**src/rtl/fbr_pkg.sv**
```systemverilog
package fbr_pkg;
  typedef enum logic {
    SRC_HOST = 1'b0,
    SRC_CONV = 1'b1
  } src_e;
endpackage

```
**src/rtl/fbr_feed_req.sv**
```systemverilog
module fbr_feed_req (
  input  logic clk,
  input  logic rst,
  input  logic soft_rst,
  input  logic active,
  input  logic wr,
  input  logic take,
  output logic req
);
  logic full_q;
  logic full_d;

  // write beats take: the word written this cycle is what the buffer holds
  always_comb begin
    if (wr)        full_d = 1'b1;
    else if (take) full_d = 1'b0;
    else           full_d = full_q;
  end

  always_ff @(posedge clk) begin
    if (rst || soft_rst) begin
      full_q <= 1'b0;
      req    <= 1'b0;
    end else begin
      full_q <= full_d;
      req    <= active && !full_d;
    end
  end

  // a write leaves the buffer occupied, so the request is down
  a_r3_wr_drops: assert property (@(posedge clk) disable iff (rst)
    (wr && !soft_rst) |=> !req);
  // outside host-feed DMA mode the request stays low
  a_r2_idle_low: assert property (@(posedge clk) disable iff (rst)
    !active |=> !req);
endmodule

```
**src/rtl/fbr_mon_req.sv**
```systemverilog
module fbr_mon_req (
  input  logic clk,
  input  logic rst,
  input  logic soft_rst,
  input  logic active,
  input  logic ld,
  input  logic rd,
  output logic req,
  output logic ovr_hit
);
  // a sample arriving on a still-pending request is an overrun
  assign ovr_hit = active && ld && req;

  always_ff @(posedge clk) begin
    if (rst || soft_rst) req <= 1'b0;
    else if (!active)    req <= 1'b0;
    else if (ld)         req <= 1'b1;
    else if (rd)         req <= 1'b0;
  end

  // no monitor request unless converter, DMA and debug are all on
  a_r4_inactive_low: assert property (@(posedge clk) disable iff (rst)
    !active |=> !req);
  // a sample load raises the request
  a_r5_load_sets: assert property (@(posedge clk) disable iff (rst)
    (active && ld && !soft_rst) |=> req);
  // without a read the request is held
  a_r5_hold: assert property (@(posedge clk) disable iff (rst)
    (req && active && !rd && !soft_rst) |=> req);
endmodule

```
**src/rtl/fbr_ovr_flag.sv**
```systemverilog
module fbr_ovr_flag (
  input  logic clk,
  input  logic rst,
  input  logic soft_rst,
  input  logic set,
  input  logic clr,
  input  logic ie,
  output logic flag,
  output logic irq
);
  always_ff @(posedge clk) begin
    if (rst || soft_rst) flag <= 1'b0;
    else if (set)        flag <= 1'b1;
    else if (clr)        flag <= 1'b0;
  end

  assign irq = flag && ie;

  // a set in the same cycle as a clear leaves the flag up
  a_r8_set_wins: assert property (@(posedge clk) disable iff (rst)
    (set && !soft_rst) |=> flag);
  // sticky until cleared
  a_r7_sticky: assert property (@(posedge clk) disable iff (rst)
    (flag && !clr && !soft_rst) |=> flag);
  // a lone clear takes effect at the next edge
  a_r7_clear: assert property (@(posedge clk) disable iff (rst)
    (clr && !set) |=> !flag);
endmodule

```
**src/rtl/fbr_inbuf_req.sv**
```systemverilog
module fbr_inbuf_req
  import fbr_pkg::*;
(
  input  logic clk,
  input  logic rst,
  input  logic soft_rst,
  input  logic src_sel,
  input  logic dma_en,
  input  logic dbg_en,
  input  logic buf_wr,
  input  logic buf_take,
  input  logic smp_ld,
  input  logic buf_rd,
  input  logic ovr_clr,
  input  logic ovr_ie,
  output logic feed_req,
  output logic mon_req,
  output logic ovr_flag,
  output logic ovr_irq
);
  src_e src;
  logic feed_act;
  logic mon_act;
  logic ovr_hit;

  assign src      = src_e'(src_sel);
  assign feed_act = (src == SRC_HOST) && dma_en;
  assign mon_act  = (src == SRC_CONV) && dma_en && dbg_en;

  fbr_feed_req u_feed (
    .clk      (clk),
    .rst      (rst),
    .soft_rst (soft_rst),
    .active   (feed_act),
    .wr       (buf_wr),
    .take     (buf_take),
    .req      (feed_req)
  );

  fbr_mon_req u_mon (
    .clk      (clk),
    .rst      (rst),
    .soft_rst (soft_rst),
    .active   (mon_act),
    .ld       (smp_ld),
    .rd       (buf_rd),
    .req      (mon_req),
    .ovr_hit  (ovr_hit)
  );

  fbr_ovr_flag u_ovr (
    .clk      (clk),
    .rst      (rst),
    .soft_rst (soft_rst),
    .set      (ovr_hit),
    .clr      (ovr_clr),
    .ie       (ovr_ie),
    .flag     (ovr_flag),
    .irq      (ovr_irq)
  );

  // hard reset idles every status output
  a_r1_reset: assert property (@(posedge clk)
    rst |=> (!feed_req && !mon_req && !ovr_flag));
  // soft reset idles both requests and the flag
  a_r9_soft: assert property (@(posedge clk) disable iff (rst)
    soft_rst |=> (!feed_req && !mon_req && !ovr_flag));
  // a load on a pending monitor request, even alongside a read, flags overrun
  a_r6_overrun: assert property (@(posedge clk) disable iff (rst)
    (mon_act && smp_ld && mon_req && !soft_rst) |=> (ovr_flag && mon_req));
endmodule

```
**config.mk**
```make
export PLATFORM = sky130hd
export DESIGN_NAME = fbr_inbuf_req
export DESIGN_NICKNAME = d
export VERILOG_FILES = /design/src/rtl/fbr_pkg.sv /design/src/rtl/fbr_feed_req.sv /design/src/rtl/fbr_mon_req.sv /design/src/rtl/fbr_ovr_flag.sv /design/src/rtl/fbr_inbuf_req.sv
export SDC_FILE = /design/constraint.sdc
export NUM_CORES = 1
export LEC_CHECK = 0
export BUFFER_PORTS_ARGS = -buffer_cell sky130_fd_sc_hd__buf_2
export CAP_MARGIN = 20
export CORE_AREA = 10 10 47 49
export CTS_BUF_LIST = sky130_fd_sc_hd__clkbuf_4 sky130_fd_sc_hd__clkbuf_8 sky130_fd_sc_hd__clkbuf_16
export CTS_CLUSTER_DIAMETER = 150
export DETAILED_ROUTE_END_ITERATION = 8
export DIE_AREA = 0 0 57 59
export PLACE_DENSITY_LB_ADDON = 0.12
export SETUP_SLACK_MARGIN = 0.2
export SYNTH_ARGS = -nofsm -noshare
export SYNTH_HDL_FRONTEND = slang
export SYNTH_HIERARCHICAL = 1
export SYNTH_SLANG_ARGS = --single-unit
```
**constraint.sdc**
```tcl
create_clock -name clk -period 1.1 [get_ports clk]
set_clock_uncertainty 0.15 [all_clocks]
set_input_delay 0.165 -clock clk [delete_from_list [all_inputs] [get_ports clk]]
set_output_delay 0.165 -clock clk [all_outputs]
set_load 0.01 [all_outputs]
```
==> out/results.ini, run 1 <==
[sta]
setup_slack_ns = -0.00164
max_freq_mhz = 908
slew_headroom_pct = 89.5
period_share_pct = 100
fin_crit_ns = 1.10
hold_ws_ns = 0.0400
hold_viol_final = 0
setup_viol = 1
slew_violations = 0
rsz0062_at_grt = true
setup_tns_ns = -0.00164
tightest_slew_ns = 0.156

[setup_path]
cp_max_fo = 3
slowest_stage = dfxtp_2
r2r_setup_slack_ns = 0.21
crit_chain = and2_4, buf_6
slowest_delay_ns = 0.31
cp-end-kind = output pin
arrival_ns = 0.79
worstReg2RegEnd = u_mon/req
critPathBufInv = 1
reg2reg_from = u_mon/req
criticalPathCategory = flip-flop to output pin
cp_data_required_time_ns = 0.78
ff2ff_path_depth = 2
crit_family = flip-flops
worst_setup_path_start_kind = flip-flop

[logic_synthesis]
synth_edf_count = 0
netlist_instances = 19
syn_nets = 31
yosys-top-cells-area = dfxtp_1 41%, and3_2 7.7%, nand2b_4 7.1%
synth_top_cell_area_share_pct = 41.3
yosys.area.top_type = dfxtp_1
netlist_area_um2 = 194
synthArstFlopShare_pct = 0
yosysMostFrequentCell = dfxtp_1
synth-seq-cells = 4
ys.flop_type = dfxtp_1
synth_common_cells = 4 x dfxtp_1, 3 x nor2_1, 2 x and3_2
avgSynthCellArea_um2 = 10.2
yosysWarnings = 6
synth_cell_types = 13
seq_area_frac_synth_pct = 41.3

[global_routing]
antenna_found_initial = 0
grt_pass1_wl_um = 931
grt_usage_pct = 3.93
grt-ovfl-total = 0
grt_max_degree = 4
grt_pass1_vias = 219

[worst_hold_path]
min_to = u_feed/full_q
worstHoldStart = buf_wr
holdPathStages = 3
hp-class = input port to flip-flop

[status]
violations = setup timing
status = finished, violations left

[finish]
diodes = 0
drive_above_1_share_pct = 76.3
area_growth_pct = 87.7
final_nets = 52

[clock_tree]
ctsHoldBuffers = 0
cts_inserted_buffers = 3
cts-root-buf = clkbuf_4
cts.sinks = 4
clk_pin_slew_ns = 0.04
tritoncts = done
cts_buffer_depth = 2
clk_latency_ns = 0.23
htreeDepth = 1

[floorplan]
coreArea_mm2 = 0.00140
dieArea_mm2 = 0.00336
die_w_um = 57
initial_core_util_pct = 13.8
io-pin-count = 16
die_y_um = 59
num_rows = 14

[power]
power_density_mw_per_mm2 = 1030
p_leak_nw = 0.184
peakVddDrop_mv = 0.601

[job]
drv_cap = 0

[route]
drt_wl_total_um = 594
drtIter0Drc = 0
drtPass1Iterations = 1
drc = 0
ant_nets = 0
wl_per_cell_um = 11.0
viasPerCell = 3.65
vias = 197

[place]
portBuffers = 15
routabilityCongestion = 0.649

worst reg2reg max path: stages (launching register included):
cell	delay, ns
dfxtp_2	0.32
nor2b_4	0.12
o211a_1	0.19
where the power goes:
part	total (W)	switching, W	internal [W]
Sequential	0.000151	0.00000198	0.000149
Clock	0.000184	0.0000620	0.000122
Combinational	0.0000411	0.0000160	0.0000252
per-stage QoR:
| stage | util, % | cells | cell area (µm²) | setup slack [ns] | total power, W |
|---|---|---|---|---|---|
| after floorplan | - | 19 | 201 | 0.197 | 0.000166 |
| final | 26.0 | 54 | 364 | -0.00164 | 0.000376 |
| after global routing | 26.0 | 54 | 364 | -0.0299 | 0.000405 |
| after detailed placement | 21.2 | 50 | 297 | 0.0996 | 0.000191 |
| after global placement | 21.2 | 50 | 297 | 0.0986 | 0.000190 |
| after CTS | 23.9 | 53 | 335 | -0.0158 | 0.000386 |
cell type report:
| class | count | area (µm²) |
|---|---|---|
| inverters | 1 | 3.75 |
| multi-input cells | 14 | 126 |
| well taps | 16 | 20.0 |
| flip-flops and latches | 4 | 83.8 |
| clock buffers | 3 | 22.5 |
| repair buffers | 16 | 108 |
| fillers | 160 | 1040 |
registers in the layout (all words and copies together), names as in the netlist:
name           flops
u_ovr/flag         1
u_feed/req         1
u_feed/full_q      1
u_mon/req          1
cells in the final DEF (no fill, tap or decap), types with 2 or more instances in the layout:
cell type / netlist / routed
and3_4: 0 / 2
nor2_1: 3 / 3
dfxtp_2: 0 / 3
nor2b_4: 1 / 2
buf_6: 0 / 4
clkbuf_4: 0 / 3
buf_2: 0 / 11
metal layers:
layer,track usage (%),up-vias,routed length (µm)
li1,-,102,-
met1,2.84,84,206
met2,6.20,11,310
met3,5.15,0,77
met4,1.01,0,0
met5,0,-,0
worst max path at each step:
stage	start	endpoint	slack, ns	cells past startpoint
6_report	u_ovr/flag	ovr_irq	-0.002	2
5_1_grt	u_ovr/flag	ovr_irq	-0.03	2
4_1_cts	u_ovr/flag	ovr_irq	-0.02	2
3_5_place_dp	dbg_en	u_ovr/flag	0.1	4
3_3_place_gp	dbg_en	u_ovr/flag	0.1	4
2_1_floorplan	u_mon/req	u_mon/req	0.20	2
repair_timing:
action,CTS,global route
pin swaps,0,0
buffers inserted,0,1
gates resized for setup,5,5
endpoints found under the setup margin,4,5
logic make-up (layout without fill, tap and decap cells):
| family | count (synthesis) | in the layout | share of synthesized area (%) |
|---|---|---|---|
| compound gates | 3 | 3 | 12.9 |
| buf+inv | 1 | 20 | 1.93 |
| simple gates | 11 | 11 | 43.9 |
| flops | 4 | 4 | 41.3 |
Note: power is estimated with default switching activity, not from simulation.
==> inputs of run 2 (changes only) <==
SETUP_SLACK_MARGIN = 0.05   (was 0.2)
==> out/results.ini, run 2 (same netlist as run 1, synthesis figures left out) <==
[route]
drtPass1Iterations = 2
drc = 0
viasPerCell = 3.55
dr.max_layer_used = met3
drt_wl_total_um = 565
ant_nets = 0
wl_per_cell_um = 10.7
dr_wl_met3_um = 38
vias = 188
drtIter0Drc = 1
met1Wirelength_um = 255
dr_wl_met2_um = 271

[power]
pwr-share-comb_pct = 9.9
peakVddDrop_mv = 0.351
intPower_w = 0.000294
power_density_mw_per_mm2 = 1160
seq_power_share_pct = 40.1
p_leak_nw = 0.179
p_clk_share_pct = 50.0
switching_share_pct = 21.5
p_total_w = 0.000374
p_sw_w = 0.0000803

[sta]
hold_viol_final = 0
slew_violations = 0
setup_viol = 1
period_share_pct = 100
setup_slack_ns = -0.00472
slew_headroom_pct = 91.5
max_freq_mhz = 905
fin_crit_ns = 1.10
rsz0062_at_grt = true
tightest_slew_ns = 0.127

[floorplan]
coreArea_mm2 = 0.00140
die_w_um = 57
io-pin-count = 16
initial_core_util_pct = 13.8
dieArea_mm2 = 0.00336
num_rows = 14
die_y_um = 59

[setup_path]
cp-end-kind = output pin
arrival_ns = 0.79
slowest_stage = dfxtp_2
worst_setup_path_start_kind = flip-flop
cp_max_fo = 3
crit_chain = and2_4, buf_6
cp_data_required_time_ns = 0.78
criticalPathCategory = flip-flop to output pin
slowest_delay_ns = 0.31

[clock_tree]
cts.sinks = 4
clk_pin_slew_ns = 0.04
ctsHoldBuffers = 0
ctsResizeCount = 3
htreeDepth = 1
cts-root-buf = clkbuf_4
cts_setup_buffers = 0
tritoncts = done
clk_latency_ns = 0.23
cts_inserted_buffers = 3
cts_buffer_depth = 2

[finish]
fillCellCount = 162
diodes = 0
final_cell_mix = 14 x buf_2, 3 x clkbuf_4, 3 x nor2_1
layout_commonest_cell = buf_2
finalCoreUtilization_pct = 22.9
area.sequential_um2 = 82.6
area_growth_pct = 65.8
drive_above_1_share_pct = 70.3
multiInputGateArea_um2 = 111
final_nets = 51

[place]
portBuffers = 15
routabilityCongestion = 0.652
place_hpwl_um = 479

[global_routing]
grt_usage_pct = 3.97
grt_pass1_wl_um = 959
grt_pass1_vias = 217
grt-ovfl-total = 0
grt_max_degree = 4
antenna_found_initial = 0

[status]
violations = setup timing
status = finished, violations left

[worst_hold_path]
hp-class = input port to flip-flop

[job]
drv_cap = 0

-- run 2: final timing paths --
kind | start | to | slack, ns | cells past startpoint
max | u_ovr/flag | ovr_irq | -0.005 | 2
min | buf_wr | u_feed/full_q | 0.03 | 3
max reg2reg | u_mon/req | u_ovr/flag | 0.19 | 2
min reg2reg | u_feed/full_q | u_feed/full_q | 0.33 | 2
-- run 2: per-stage QoR --
stage	setup TNS [ns]	worst slack (ns)	hold WS (ns)	cell area, µm²	std cells
2_1_floorplan	0	0.119	0.157	194	19
3_3_place_gp	-0.000902	-0.000902	0.264	289	50
3_5_place_dp	0	0.00127	0.273	289	50
4_1_cts	-0.0137	-0.0137	0.0261	320	53
5_1_grt	-0.0242	-0.0242	0.0362	322	53
6_report	-0.00472	-0.00472	0.0309	322	53
-- run 2: layer usage --
metal / track usage (%) / up-vias
met3: 2.79 / 0
met1: 3.91 / 78
li1: - / 101
met4: 4.03 / 0
met2: 5.27 / 9
met5: 0 / -
-- run 2: power by group through the flow --
stage	sequential, W	combinational, W	clock (W)
2_1_floorplan	0.000153	0.0000119	0
3_3_place_gp	0.000152	0.0000362	0
3_5_place_dp	0.000152	0.0000370	0
4_1_cts	0.000150	0.0000374	0.000196
5_1_grt	0.000150	0.0000428	0.000202
6_report	0.000150	0.0000369	0.000187
-- run 2: worst max-delay path: cells and delay by family, from the launching register on --
family,cells,cell delay (ns)
buffers and inverters,1,0.11
and+or+nand+nor,1,0.13
DFF,1,0.31
-- run 2: cell type report --
cell class,instances,area share (%)
multi-input combinational,14,34.6
sequential,4,25.7
timing repair buffer,15,25.3
clock buffer,3,7.00
tap,16,6.23
inverter,1,1.17
